### config.mk
export PLATFORM = sky130hd
export DESIGN_NAME = pst_packet_tx
export DESIGN_NICKNAME = d
export VERILOG_FILES = /design/src/rtl/pst_pkg.sv /design/src/rtl/pst_window_timer.sv /design/src/rtl/pst_crc8.sv /design/src/rtl/pst_frame_fmt.sv /design/src/rtl/pst_packet_tx.sv
export SDC_FILE = /design/constraint.sdc
export NUM_CORES = 1
export LEC_CHECK = 0
export BUFFER_PORTS_ARGS = -buffer_cell sky130_fd_sc_hd__buf_2
export CELL_PAD_IN_SITES_DETAIL_PLACEMENT = 0
export CELL_PAD_IN_SITES_GLOBAL_PLACEMENT = 2
export CORE_MARGIN = 2
export CORE_UTILIZATION = 41
export DETAILED_ROUTE_END_ITERATION = 8
export PLACE_DENSITY_LB_ADDON = 0.12
export SYNTH_ARGS = -nofsm -noshare
export SYNTH_HDL_FRONTEND = slang
export SYNTH_SLANG_ARGS = --single-unit
export TNS_END_PERCENT = 20
### constraint.sdc
create_clock -name clk -period 9.1 [get_ports clk]
set_input_delay 0.455 -clock clk [delete_from_list [all_inputs] [get_ports clk]]
set_output_delay 0.455 -clock clk [all_outputs]
set_load 0.02 [all_outputs]
### src/rtl/pst_pkg.sv
package pst_pkg;
  localparam int FRAME_BITS = 11;
  localparam int BIT_IDX_W  = 4;
  localparam logic [7:0] CRC_POLY = 8'h07;
  typedef logic [BIT_IDX_W-1:0] bit_idx_t;
endpackage

### src/rtl/pst_window_timer.sv
module pst_window_timer #(
  parameter int WIN_W = 16
) (
  input  logic             clk,
  input  logic             rst_n,
  input  logic             tick,
  input  logic [WIN_W-1:0] len,
  output logic             win_start
);
  logic [WIN_W-1:0] cnt_q, cnt_d;
  logic [WIN_W-1:0] reload;

  assign reload    = (len == '0) ? '0 : len - 1'b1;
  assign win_start = tick && (cnt_q == '0);

  always_comb begin
    cnt_d = cnt_q;
    if (tick) begin
      if (cnt_q == '0) cnt_d = reload;
      else             cnt_d = cnt_q - 1'b1;
    end
  end

  always_ff @(posedge clk or negedge rst_n) begin
    if (!rst_n) cnt_q <= '0;
    else        cnt_q <= cnt_d;
  end
endmodule

### src/rtl/pst_crc8.sv
module pst_crc8 #(
  parameter int NUM_BYTES = 14
) (
  input  logic [8*NUM_BYTES-1:0] bytes,
  output logic [7:0]             crc
);
  import pst_pkg::*;

  always_comb begin
    logic [7:0] acc;
    acc = 8'h00;
    for (int i = 0; i < NUM_BYTES; i++) begin
      acc = acc ^ bytes[8*i +: 8];
      for (int b = 0; b < 8; b++) begin
        if (acc[7]) acc = {acc[6:0], 1'b0} ^ CRC_POLY;
        else        acc = {acc[6:0], 1'b0};
      end
    end
    crc = acc;
  end
endmodule

### src/rtl/pst_frame_fmt.sv
module pst_frame_fmt (
  input  logic [7:0]                     payload,
  output logic [pst_pkg::FRAME_BITS-1:0] frame
);
  // index 0 goes out first
  assign frame = {1'b1, ^payload, payload, 1'b0};
endmodule

### src/rtl/pst_packet_tx.sv
module pst_packet_tx #(
  parameter int NUM_BYTES = 14,
  parameter int WIN_W     = 16
) (
  input  logic                   clk,
  input  logic                   rst_n,
  input  logic                   baud_tick,
  input  logic [WIN_W-1:0]       window_len,
  input  logic [8*NUM_BYTES-1:0] data_in,
  output logic                   tx_line,
  output logic                   busy,
  output logic                   overrun
);
  import pst_pkg::*;

  localparam int FIDX_W = $clog2(NUM_BYTES + 1);
  localparam logic [FIDX_W-1:0] LAST_FRAME = FIDX_W'(NUM_BYTES);
  localparam bit_idx_t LAST_BIT = bit_idx_t'(FRAME_BITS - 1);

  logic [8*NUM_BYTES-1:0] shadow_q, shadow_d;
  logic [FIDX_W-1:0]      frame_q, frame_d;
  bit_idx_t               bit_q, bit_d;
  logic                   busy_q, busy_d;
  logic                   tx_q, tx_d;
  logic                   ovr_q, ovr_d;

  logic                   win_start;
  logic                   last_tick;
  logic                   launch;
  logic [7:0]             crc_val;
  logic [7:0]             cur_byte;
  logic [FRAME_BITS-1:0]  cur_frame;

  pst_window_timer #(.WIN_W(WIN_W)) u_timer (
    .clk      (clk),
    .rst_n    (rst_n),
    .tick     (baud_tick),
    .len      (window_len),
    .win_start(win_start)
  );

  pst_crc8 #(.NUM_BYTES(NUM_BYTES)) u_crc (
    .bytes(shadow_q),
    .crc  (crc_val)
  );

  pst_frame_fmt u_fmt (
    .payload(cur_byte),
    .frame  (cur_frame)
  );

  always_comb begin
    cur_byte = crc_val;
    for (int i = 0; i < NUM_BYTES; i++) begin
      if (frame_q == FIDX_W'(i)) cur_byte = shadow_q[8*i +: 8];
    end
  end

  assign last_tick = busy_q && baud_tick && (bit_q == LAST_BIT) && (frame_q == LAST_FRAME);
  assign launch    = win_start && (!busy_q || last_tick);

  always_comb begin
    shadow_d = shadow_q;
    frame_d  = frame_q;
    bit_d    = bit_q;
    busy_d   = busy_q;
    tx_d     = tx_q;
    ovr_d    = win_start && busy_q && !last_tick;
    if (baud_tick && busy_q) begin
      if (bit_q != LAST_BIT) begin
        bit_d = bit_q + 1'b1;
        tx_d  = cur_frame[bit_q + 1'b1];
      end else if (frame_q != LAST_FRAME) begin
        frame_d = frame_q + 1'b1;
        bit_d   = '0;
        tx_d    = 1'b0;
      end else begin
        busy_d = 1'b0;
        tx_d   = 1'b1;
      end
    end
    if (launch) begin
      shadow_d = data_in;
      frame_d  = '0;
      bit_d    = '0;
      busy_d   = 1'b1;
      tx_d     = 1'b0;
    end
  end

  always_ff @(posedge clk or negedge rst_n) begin
    if (!rst_n) begin
      shadow_q <= '0;
      frame_q  <= '0;
      bit_q    <= '0;
      busy_q   <= 1'b0;
      tx_q     <= 1'b1;
      ovr_q    <= 1'b0;
    end else begin
      shadow_q <= shadow_d;
      frame_q  <= frame_d;
      bit_q    <= bit_d;
      busy_q   <= busy_d;
      tx_q     <= tx_d;
      ovr_q    <= ovr_d;
    end
  end

  assign tx_line = tx_q;
  assign busy    = busy_q;
  assign overrun = ovr_q;
endmodule

-- Yosys cells after proc, flatten, opt, wreduce, memory -nomap -nowiden
Cells that the tools add are included.
- flip-flop bits (word level): 139
- $lt $le $gt $ge: 1
- multiplexer cells: 146
- bitwise logic cells: 125
- equal/unequal tests: 19
- add/sub/neg operators: 4
- reduce and logical (&&, ||, !) cells: 20
- operators by type and width (operator ; count):
    $mux 3 ; 112
    $not 3->3 ; 112
    $mux 8 ; 14
    $xor 8x8->8 ; 13
    $eq 4x4->1 const B ; 8
    $logic_not 16->1 ; 2
    $mux 16 ; 2
    $mux 4 ; 8
    $sub 16x1->16 const B ; 2
    $eq 4x3->1 const B ; 4
    $mux 1 ; 9
    $add 4x1->4 const B ; 2
    $eq 4x2->1 const B ; 2
    $ne 4x4->1 const B ; 2
    $reduce_xor 8->1 ; 1
    $logic_and 1x1->1 ; 7
    $reduce_and 3->1 ; 2
    $lt 4x5->1 const B ; 1
    $bmux 1 s4 ; 1
    $eq 4x1->1 const B ; 1
    $logic_not 4->1 ; 1
    $ne 2x2->1 const B ; 2
    $reduce_bool 2->1 ; 2
    $reduce_bool 3->1 ; 1
    3 further kinds ; 4

-- Logic depth before layout (Yosys ltp)
Gate-level depths: netlist of run 1.
- depth after elaboration: 257
- depth in mapped cells: 21
- gate-level depth less buffers: 20

-- Hierarchy
Synthesis of run 1 repeated with hierarchy kept, for this count alone.
- cells, all modules: 1085
- area, all modules: 12766.0 um2
- modules (own cells, without submodules) (module ; cells an instance ; sequential area each (um2) ; area each (um2) ; times used):
    pst_packet_tx ; 590 ; 3079.2 ; 6764.0 ; 1
    pst_crc8 ; 324 ; 0.0 ; 4551.9 ; 1
    pst_window_timer ; 152 ; 400.4 ; 1306.3 ; 1
    pst_frame_fmt ; 19 ; 0.0 ; 143.9 ; 1

-- Least setup slack after synthesis of run 1
Ideal clock, no wire load.
- kind: register to register
- from: reg shadow_q[6]
- to: reg tx_q (netlist: tx_line)
- cell stages (with the launch flop): 22
- arrival: 6.147 ns
- path slack: 2.868 ns
- library setup time: 0.085 ns
- period minus slack after synthesis: 6.232 ns
- cell sequence: dfrtp_1 > buf_4 > xnor3_1 > xnor3_2 > xnor3_1 > xnor3_2 > xnor3_1 > xnor3_1 > xnor3_1 > xor3_1 > xnor2_1 > xnor2_1 > xnor3_1 > xor3_1 > a31oi_1 > o21ai_1 > xnor2_2 > xnor2_1 > xnor2_1 > xnor3_1 > nand4_1 > a31oi_1
- cells in the longest elaborated chain, start to end: 103
- elaborated cells between the ends (all ways): 244
- classes of those cells: 126 x mux; 117 x bitwise; 1 x reduce/logical
- RTL lines (item ; RTL line ; RTL):
    start, declared ; pst_packet_tx.sv:20 ; logic [8*NUM_BYTES-1:0] shadow_q, shadow_d;
    start signal, assigned ; pst_packet_tx.sv:100 ; shadow_q <= shadow_d;
    $mux 3 ; pst_crc8.sv:15 ; if (acc[7]) acc = {acc[6:0], 1'b0} ^ CRC_POLY;
    $not 3->3 (no source line) ; - ;
    $mux 3 ; pst_crc8.sv:15 ;
    $not 3->3 (no source line) ; - ;
    $mux 3 ; pst_crc8.sv:15 ;
    $xor 8x8->8 ; pst_crc8.sv:13 ; acc = acc ^ bytes[8*i +: 8];
    $mux 3 ; pst_crc8.sv:15 ;
    $not 3->3 (no source line) ; - ;
    [... 74 more ...] ; - ;
    $mux 3 ; pst_crc8.sv:15 ;
    $mux 8 (*) (14 in series) ; pst_packet_tx.sv:55 ; if (frame_q == FIDX_W'(i)) cur_byte = shadow_q[8*i +: 8];
    $reduce_xor 8->1 ; pst_frame_fmt.sv:6 ; assign frame = {1'b1, ^payload, payload, 1'b0};
    $bmux 1 s4 (*) ; pst_packet_tx.sv:72 ; tx_d = cur_frame[bit_q + 1'b1];
    $mux 1 (implied by the code) (*) ; pst_packet_tx.sv:72 ;
    $mux 1 (*) ; pst_packet_tx.sv:70 ; if (bit_q != LAST_BIT) begin
    $mux 1 (*) ; pst_packet_tx.sv:69 ; if (baud_tick && busy_q) begin
    $mux 1 (*) ; pst_packet_tx.sv:82 ; if (launch) begin
    end signal, assigned ; pst_packet_tx.sv:104 ; tx_q <= tx_d;
    end, declared ; pst_packet_tx.sv:24 ; logic tx_q, tx_d;
Mark *: on every way between the ends. The rest lies on a longest branch, timed or not. The select of a mux whose other input is x is not followed.
A chain may end at the register's enable or synchronous reset.

-- Final worst setup path of run 1
Same ends and word-level chain as after synthesis.

==> flow_summary.ini, run 1 <==
[status]
status = completed

[timing]
tns_ns = 0
skew_ns = 0.0109
fin_crit_ns = 7.01
fmax_mhz = 143
fin_ws_ns = 2.09
tightestPinTransition_ns = 1.24
rsz0062_at_grt = false
hold_viol = 0
maxSlewHeadroom_pct = 17.2
hold_ws_ns = 0.0542
setup_violations = 0
final.period_utilization_pct = 77.1
drv_slew = 0

[cts]
cts_tree = yes
holdBufCountCts = 0
cts_setup_buffers = 0
cts_resized = 0
root_buffer = clkbuf_16
clock_path_buffers = 2
clkLatencyLatePin_ns = 0.44
cts_made_buffers = 17
cts_sinks = 139
htree_num_levels = 4
clkTransAtPathRegs_ns = 0.07

[yosys]
avgSynthCellArea_um2 = 9.49
yosysWarnings = 0
synth_ff_type = dfrtp_1
synth_top_cell_area_share_pct = 29.1
async_reset_ff_share_pct = 100
yosysTopAreaCell = dfrtp_1
syn_nets = 1389
synth_seq_cells = 139
synth-seq-area-share_pct = 29.4
synth.area.top_cells = dfrtp_1, xnor3_1, nand2_1
yosysUniqueCellTypes = 63
synth_edf_count = 0
netlist_area_um2 = 11900
synthCells = 1249

[place]
port_buffers = 133
dp_hpwl_um = 28000
dp_slack_ns = 2.07
gp_congestion = 0.948

[floorplan]
die_x_um = 174
fp-row-count = 62
core-area_um2 = 28500
pin_count = 134
die_area_um2 = 30300
die_h_um = 174
initial_core_util_pct = 41.5

[detailed_routing]
drt-pass1-iter-count = 5
vias_per_cell = 5.26
drt_wl_total_um = 36000
met3_length_um = 1480
drt-initial-drc-count = 693
drc_errors = 0
postRouteAntennaNets = 0
maxUsedRoutingLayer = met4
routed-via-count = 9141
wl_per_cell_um = 20.7
met1_length_um = 16200
wl_met2_um = 17400

[setup_path]
critPathCaptureType = register
rr_startpoint = shadow_q[6]
critPathMaxStageDelay_ns = 0.55
path_max_fanout = 6
r2r_setup_slack_ns = 2.09
worst-setup-path-type = reg -> reg
critPathLaunch = shadow_q[6]
cp_cell_sequence = xnor3_1 > xnor3_2 > xnor2_1 > xnor2_1 > xnor3_1 > xnor3_2 > xnor3_2 > xor2_2 > xnor2_2 > xor3_1 > xnor3_1 > xnor3_1 > a21oi_1 > or4_1 > a32oi_1 > o22a_1 > xnor2_1 > xnor3_1 > nand4_1 > a31oi_1
crit_top_cell = xnor3_1
cp-start-kind = register
endpoint = tx_line
r2r-end = tx_line
required_ns = 9.46
arrival_ns = 7.37
cp_slowest_cell = xnor3_2
r2r_cells = 20

[final_layout]
layout-drive-gt1-share_pct = 16.3
syn2layout_area_growth_pct = 13.3
num-nets-final = 1483
postLayoutCoreUtil_pct = 47.0
antenna_cells = 0

[global_route]
grt_pass1_wl_um = 55700
grt_pass1_vias = 9252
grt.total_usage_pct = 24.4
antenna_found_initial = 0
grt_overflow = 0
grt_max_degree = 112

[job]
maxCapViolCount = 0

[min_path]
hold_class = in -> async
## flip-flops by register name, summed over array words and instances (netlist names)
signal         count
busy               1
tx_line            1
u_timer.cnt_q     16
bit_q              4
frame_q            4
overrun            1
shadow_q         112
## layout by cell type, fill, tap and decap left out, types with 16 or more instances in the layout
| master | count |
|---|---|
| nand2_1 | 380 |
| xnor2_1 | 153 |
| dfrtp_1 | 138 |
| buf_2 | 132 |
| xnor3_1 | 77 |
| nor2_1 | 51 |
| o21ai_0 | 49 |
| xor2_1 | 38 |
| a21oi_1 | 29 |
| nor3_1 | 27 |
| o22ai_1 | 24 |
| inv_1 | 17 |
| xnor3_2 | 17 |
| clkbuf_16 | 17 |
| xnor2_2 | 16 |
## cells by family (layout without fill, tap and decap cells)
family	after synthesis	after routing	share of synthesized area, %
flops	139	139	29.4
fa+ha+maj	9	9	0.950
buf+inv	83	189	2.69
compound gates	178	178	9.95
mux	2	2	0.179
xor+xnor	327	327	39.4
simple gates	511	511	17.5
## routing by layer
layer / track usage, % / vias to the layer above
met5: 0 / -
met1: 32.8 / 4442
met4: 7.56 / 0
li1: - / 4417
met2: 40.6 / 231
met3: 3.81 / 51
## how the worst min path moves through the flow
| stage | start | endpoint | slack (ns) | cells after the start |
|---|---|---|---|---|
| global route | rst_n | shadow_q[59] | 0.10 | 1 |
| global placement | u_timer.cnt_q[15] | u_timer.cnt_q[15] | 0.47 | 2 |
| floorplan | rst_n | bit_q[0] | 0.16 | 0 |
| CTS | rst_n | frame_q[2] | 0.07 | 1 |
| finish | rst_n | frame_q[2] | 0.05 | 1 |
| detailed placement | u_timer.cnt_q[10] | u_timer.cnt_q[10] | 0.48 | 1 |
## area by class of cell
class / count / area [µm²]
clock buffers: 20 / 457
clock inverters: 11 / 145
fillers: 2873 / 15100
inverters: 18 / 67.6
multi-input cells: 1027 / 8070
flip-flops and latches: 139 / 3480
well taps: 384 / 480
repair buffers: 140 / 724
## Yosys cell counts (3+ instances only)
cell	n
a21oi_1	29
a221o_1	8
a221oi_1	5
a22o_1	7
a22oi_1	9
a31oi_1	6
a32oi_1	3
and3_1	4
buf_1	3
buf_2	3
clkbuf_1	58
dfrtp_1	138
ha_1	9
inv_1	17
nand2_1	380
nand2b_1	9
nand3_1	16
nand4_1	4
nor2_1	52
nor3_1	27
nor4_1	5
o2111ai_1	4
o211ai_1	6
o21ai_0	49
o221ai_1	4
o22ai_1	24
o32ai_1	5
or3_1	4
or4_1	3
xnor2_1	153
xnor2_2	16
xnor2_4	3
xnor3_1	77
xnor3_2	17
xor2_1	38
xor2_2	5
xor3_1	15
## through the flow
stage	instances	area, µm²
detailed placement	1708	12800
finish	1739	13400
global route	1739	13400
global placement	1708	12800
floorplan	1249	11900
CTS	1739	13400
## critical path, delay by kind of cell (launching register included)
kind,cells,cell delay (ns)
compound gates,4,0.62
flops,1,0.51
xor+xnor,14,5.21
simple gates,2,0.58
Power of run 1 is not shown: default switching activity piles up to over one toggle a cycle in this logic, so the estimate is an artifact.
==> inputs of run 2 (changes only) <==
--- a/config.mk
+++ b/config.mk
@@ -9,7 +9,7 @@
 export CELL_PAD_IN_SITES_DETAIL_PLACEMENT = 0
 export CELL_PAD_IN_SITES_GLOBAL_PLACEMENT = 2
 export CORE_MARGIN = 2
-export CORE_UTILIZATION = 41
+export CORE_UTILIZATION = 34
 export DETAILED_ROUTE_END_ITERATION = 8
 export PLACE_DENSITY_LB_ADDON = 0.12
 export SYNTH_ARGS = -nofsm -noshare
==> constraint.sdc (replaced) <==
create_clock -name clk -period 6.3 [get_ports clk]
set_input_delay 0.315 -clock clk [delete_from_list [all_inputs] [get_ports clk]]
set_output_delay 0.315 -clock clk [all_outputs]
set_load 0.02 [all_outputs]
==> flow_summary.ini, run 2 (synthesized netlist as in run 1, its figures left out) <==
[global_route]
grt_pass1_vias = 10026
grt.total_usage_pct = 22.6
antenna_found_initial = 2
grt_max_degree = 72
grt_overflow = 0
grt_pass1_wl_um = 60800

[setup_path]
path_max_fanout = 5
cp_cell_sequence = xnor3_1 > xnor3_2 > xnor2_4 > xnor3_2 > xnor3_2 > buf_4 > xnor3_2 > xnor3_2 > xor3_1 > xnor3_2 > xnor2_4 > buf_4 > xor2_2 > xnor2_1 > o221ai_1 > o2111ai_1 > a221o_1 > buf_4 > o2111ai_1 > o2111ai_1 > a221o_1 > a31oi_1
critPathMaxStageDelay_ns = 0.53
arrival_ns = 6.85
critPathCaptureType = register
worst-setup-path-type = reg -> reg
rr_startpoint = shadow_q[4]
required_ns = 6.67
cp_slowest_cell = dfrtp_1
r2r_setup_slack_ns = -0.19
r2r-end = tx_line
r2r_cells = 22
cp-start-kind = register
crit_top_cell = xnor3_2

[detailed_routing]
routed-via-count = 9599
drt-pass1-iter-count = 5
drt-initial-drc-count = 595
vias_per_cell = 4.93
drc_errors = 0
wl_per_cell_um = 20.1
postRouteAntennaNets = 0
drt_wl_total_um = 39100

[final_layout]
syn2layout_area_growth_pct = 24.5
top_regs = shadow_q (112), u_timer.cnt_q (16)
antenna_cells = 0
final_common_cell = nand2_1
largest_register_ffs = 112
final_cell_mix = nand2_1, xnor2_1, buf_4
postLayoutCoreUtil_pct = 42.8
layout-drive-gt1-share_pct = 25.9
largest-register = shadow_q
num-nets-final = 1619
final-instance-count-excl-fill = 1947

[floorplan]
fp-row-count = 68
die_h_um = 191
initial_core_util_pct = 34.4
pin_count = 134
die_x_um = 191
core-area_um2 = 34500
die_area_um2 = 36400

[timing]
setup_violations = 1
rsz0062_at_grt = true
drv_slew = 0
fmax_mhz = 154
final.period_utilization_pct = 103
fin_ws_ns = -0.186
hold_viol = 0
fin_crit_ns = 6.49
maxSlewHeadroom_pct = 38.6
skew_ns = 0.0118
tightestPinTransition_ns = 0.921

[cts]
cts_tree = yes
root_buffer = clkbuf_16
clkTransAtPathRegs_ns = 0.06
clock_path_buffers = 2
htree_num_levels = 4
clkLatencyLatePin_ns = 0.45
cts_sinks = 139
cts_made_buffers = 17

[status]
status = complete, but fails checks
violations = setup timing

[place]
dp.cells = 1890
gp_congestion = 0.910
port_buffers = 133
dp_hpwl_um = 30700

[min_path]
hp-start = data_in[9]
min_to = shadow_q[9]
hold_class = in -> reg
holdPathStages = 3

[job]
maxCapViolCount = 0
run 2: cell types whose count changed in the layout (fill, tap and decap cells not counted), moves of 4 or more:
| cell | delta |
|---|---|
| xnor3_2 | +10 |
| xnor3_1 | -10 |
| xnor2_4 | +4 |
| clkbuf_1 | +4 |
| buf_4 | +131 |
| xor2_2 | +4 |
| xnor2_2 | +10 |
| xor2_1 | -4 |
| xnor2_1 | -14 |
run 2: metal layers:
metal / up-vias / global-route usage [%] / part of all wire, %
met5: - / 0 / 0.061
met4: 4 / 8.59 / 2.7
met3: 52 / 3.33 / 4.2
met2: 230 / 37.4 / 48
met1: 4632 / 29.9 / 45
li1: 4681 / - / -
run 2: worst max path at each step:
stage	depth (start not counted)	start	endpoint
finish	22	shadow_q[4]	tx_line
global route	23	shadow_q[5]	tx_line
CTS	22	shadow_q[4]	tx_line
detailed placement	21	shadow_q[6]	tx_line
global placement	21	shadow_q[6]	tx_line
floorplan	21	shadow_q[6]	tx_line
run 2: repair_timing:
action                                 4_1_cts  5_1_grt
hold buffers                                 1        0
pin swaps                                   50        1
gates resized for setup                     39        1
setup endpoints to repair                    1        1
buffers inserted                            24        0
endpoints found under the hold margin       70        0
run 2: layout make-up:
cell class | count | area [µm²]
clock buffer | 25 | 485
clock inverter | 7 | 88.8
fill | 3524 | 19700
inverter | 18 | 67.6
multi-input combinational | 1027 | 8280
sequential | 139 | 3480
tap | 455 | 569
timing repair buffer | 276 | 1780
run 2: critical path: cells and delay by family (launching register included):
kind                      cells  cell delay (ns)
buffers and inverters         3             0.45
AOI/OAI and AO/OA             7             1.50
DFF                           1             0.53
xor gates and xnor gates     12             3.92
run 2: stage by stage:
step	hold WS (ns)	TNS [ns]	setup slack (ns)	cell area, µm²
floorplan	0.0194	0	0.0680	11900
global placement	0.394	-0.281	-0.281	13700
detailed placement	0.379	-0.443	-0.443	13700
CTS	0.0261	-0.153	-0.153	14700
global route	0.0508	-0.479	-0.479	14800
finish	0.0531	-0.186	-0.186	14800
Power of run 2 is left out for the same reason.
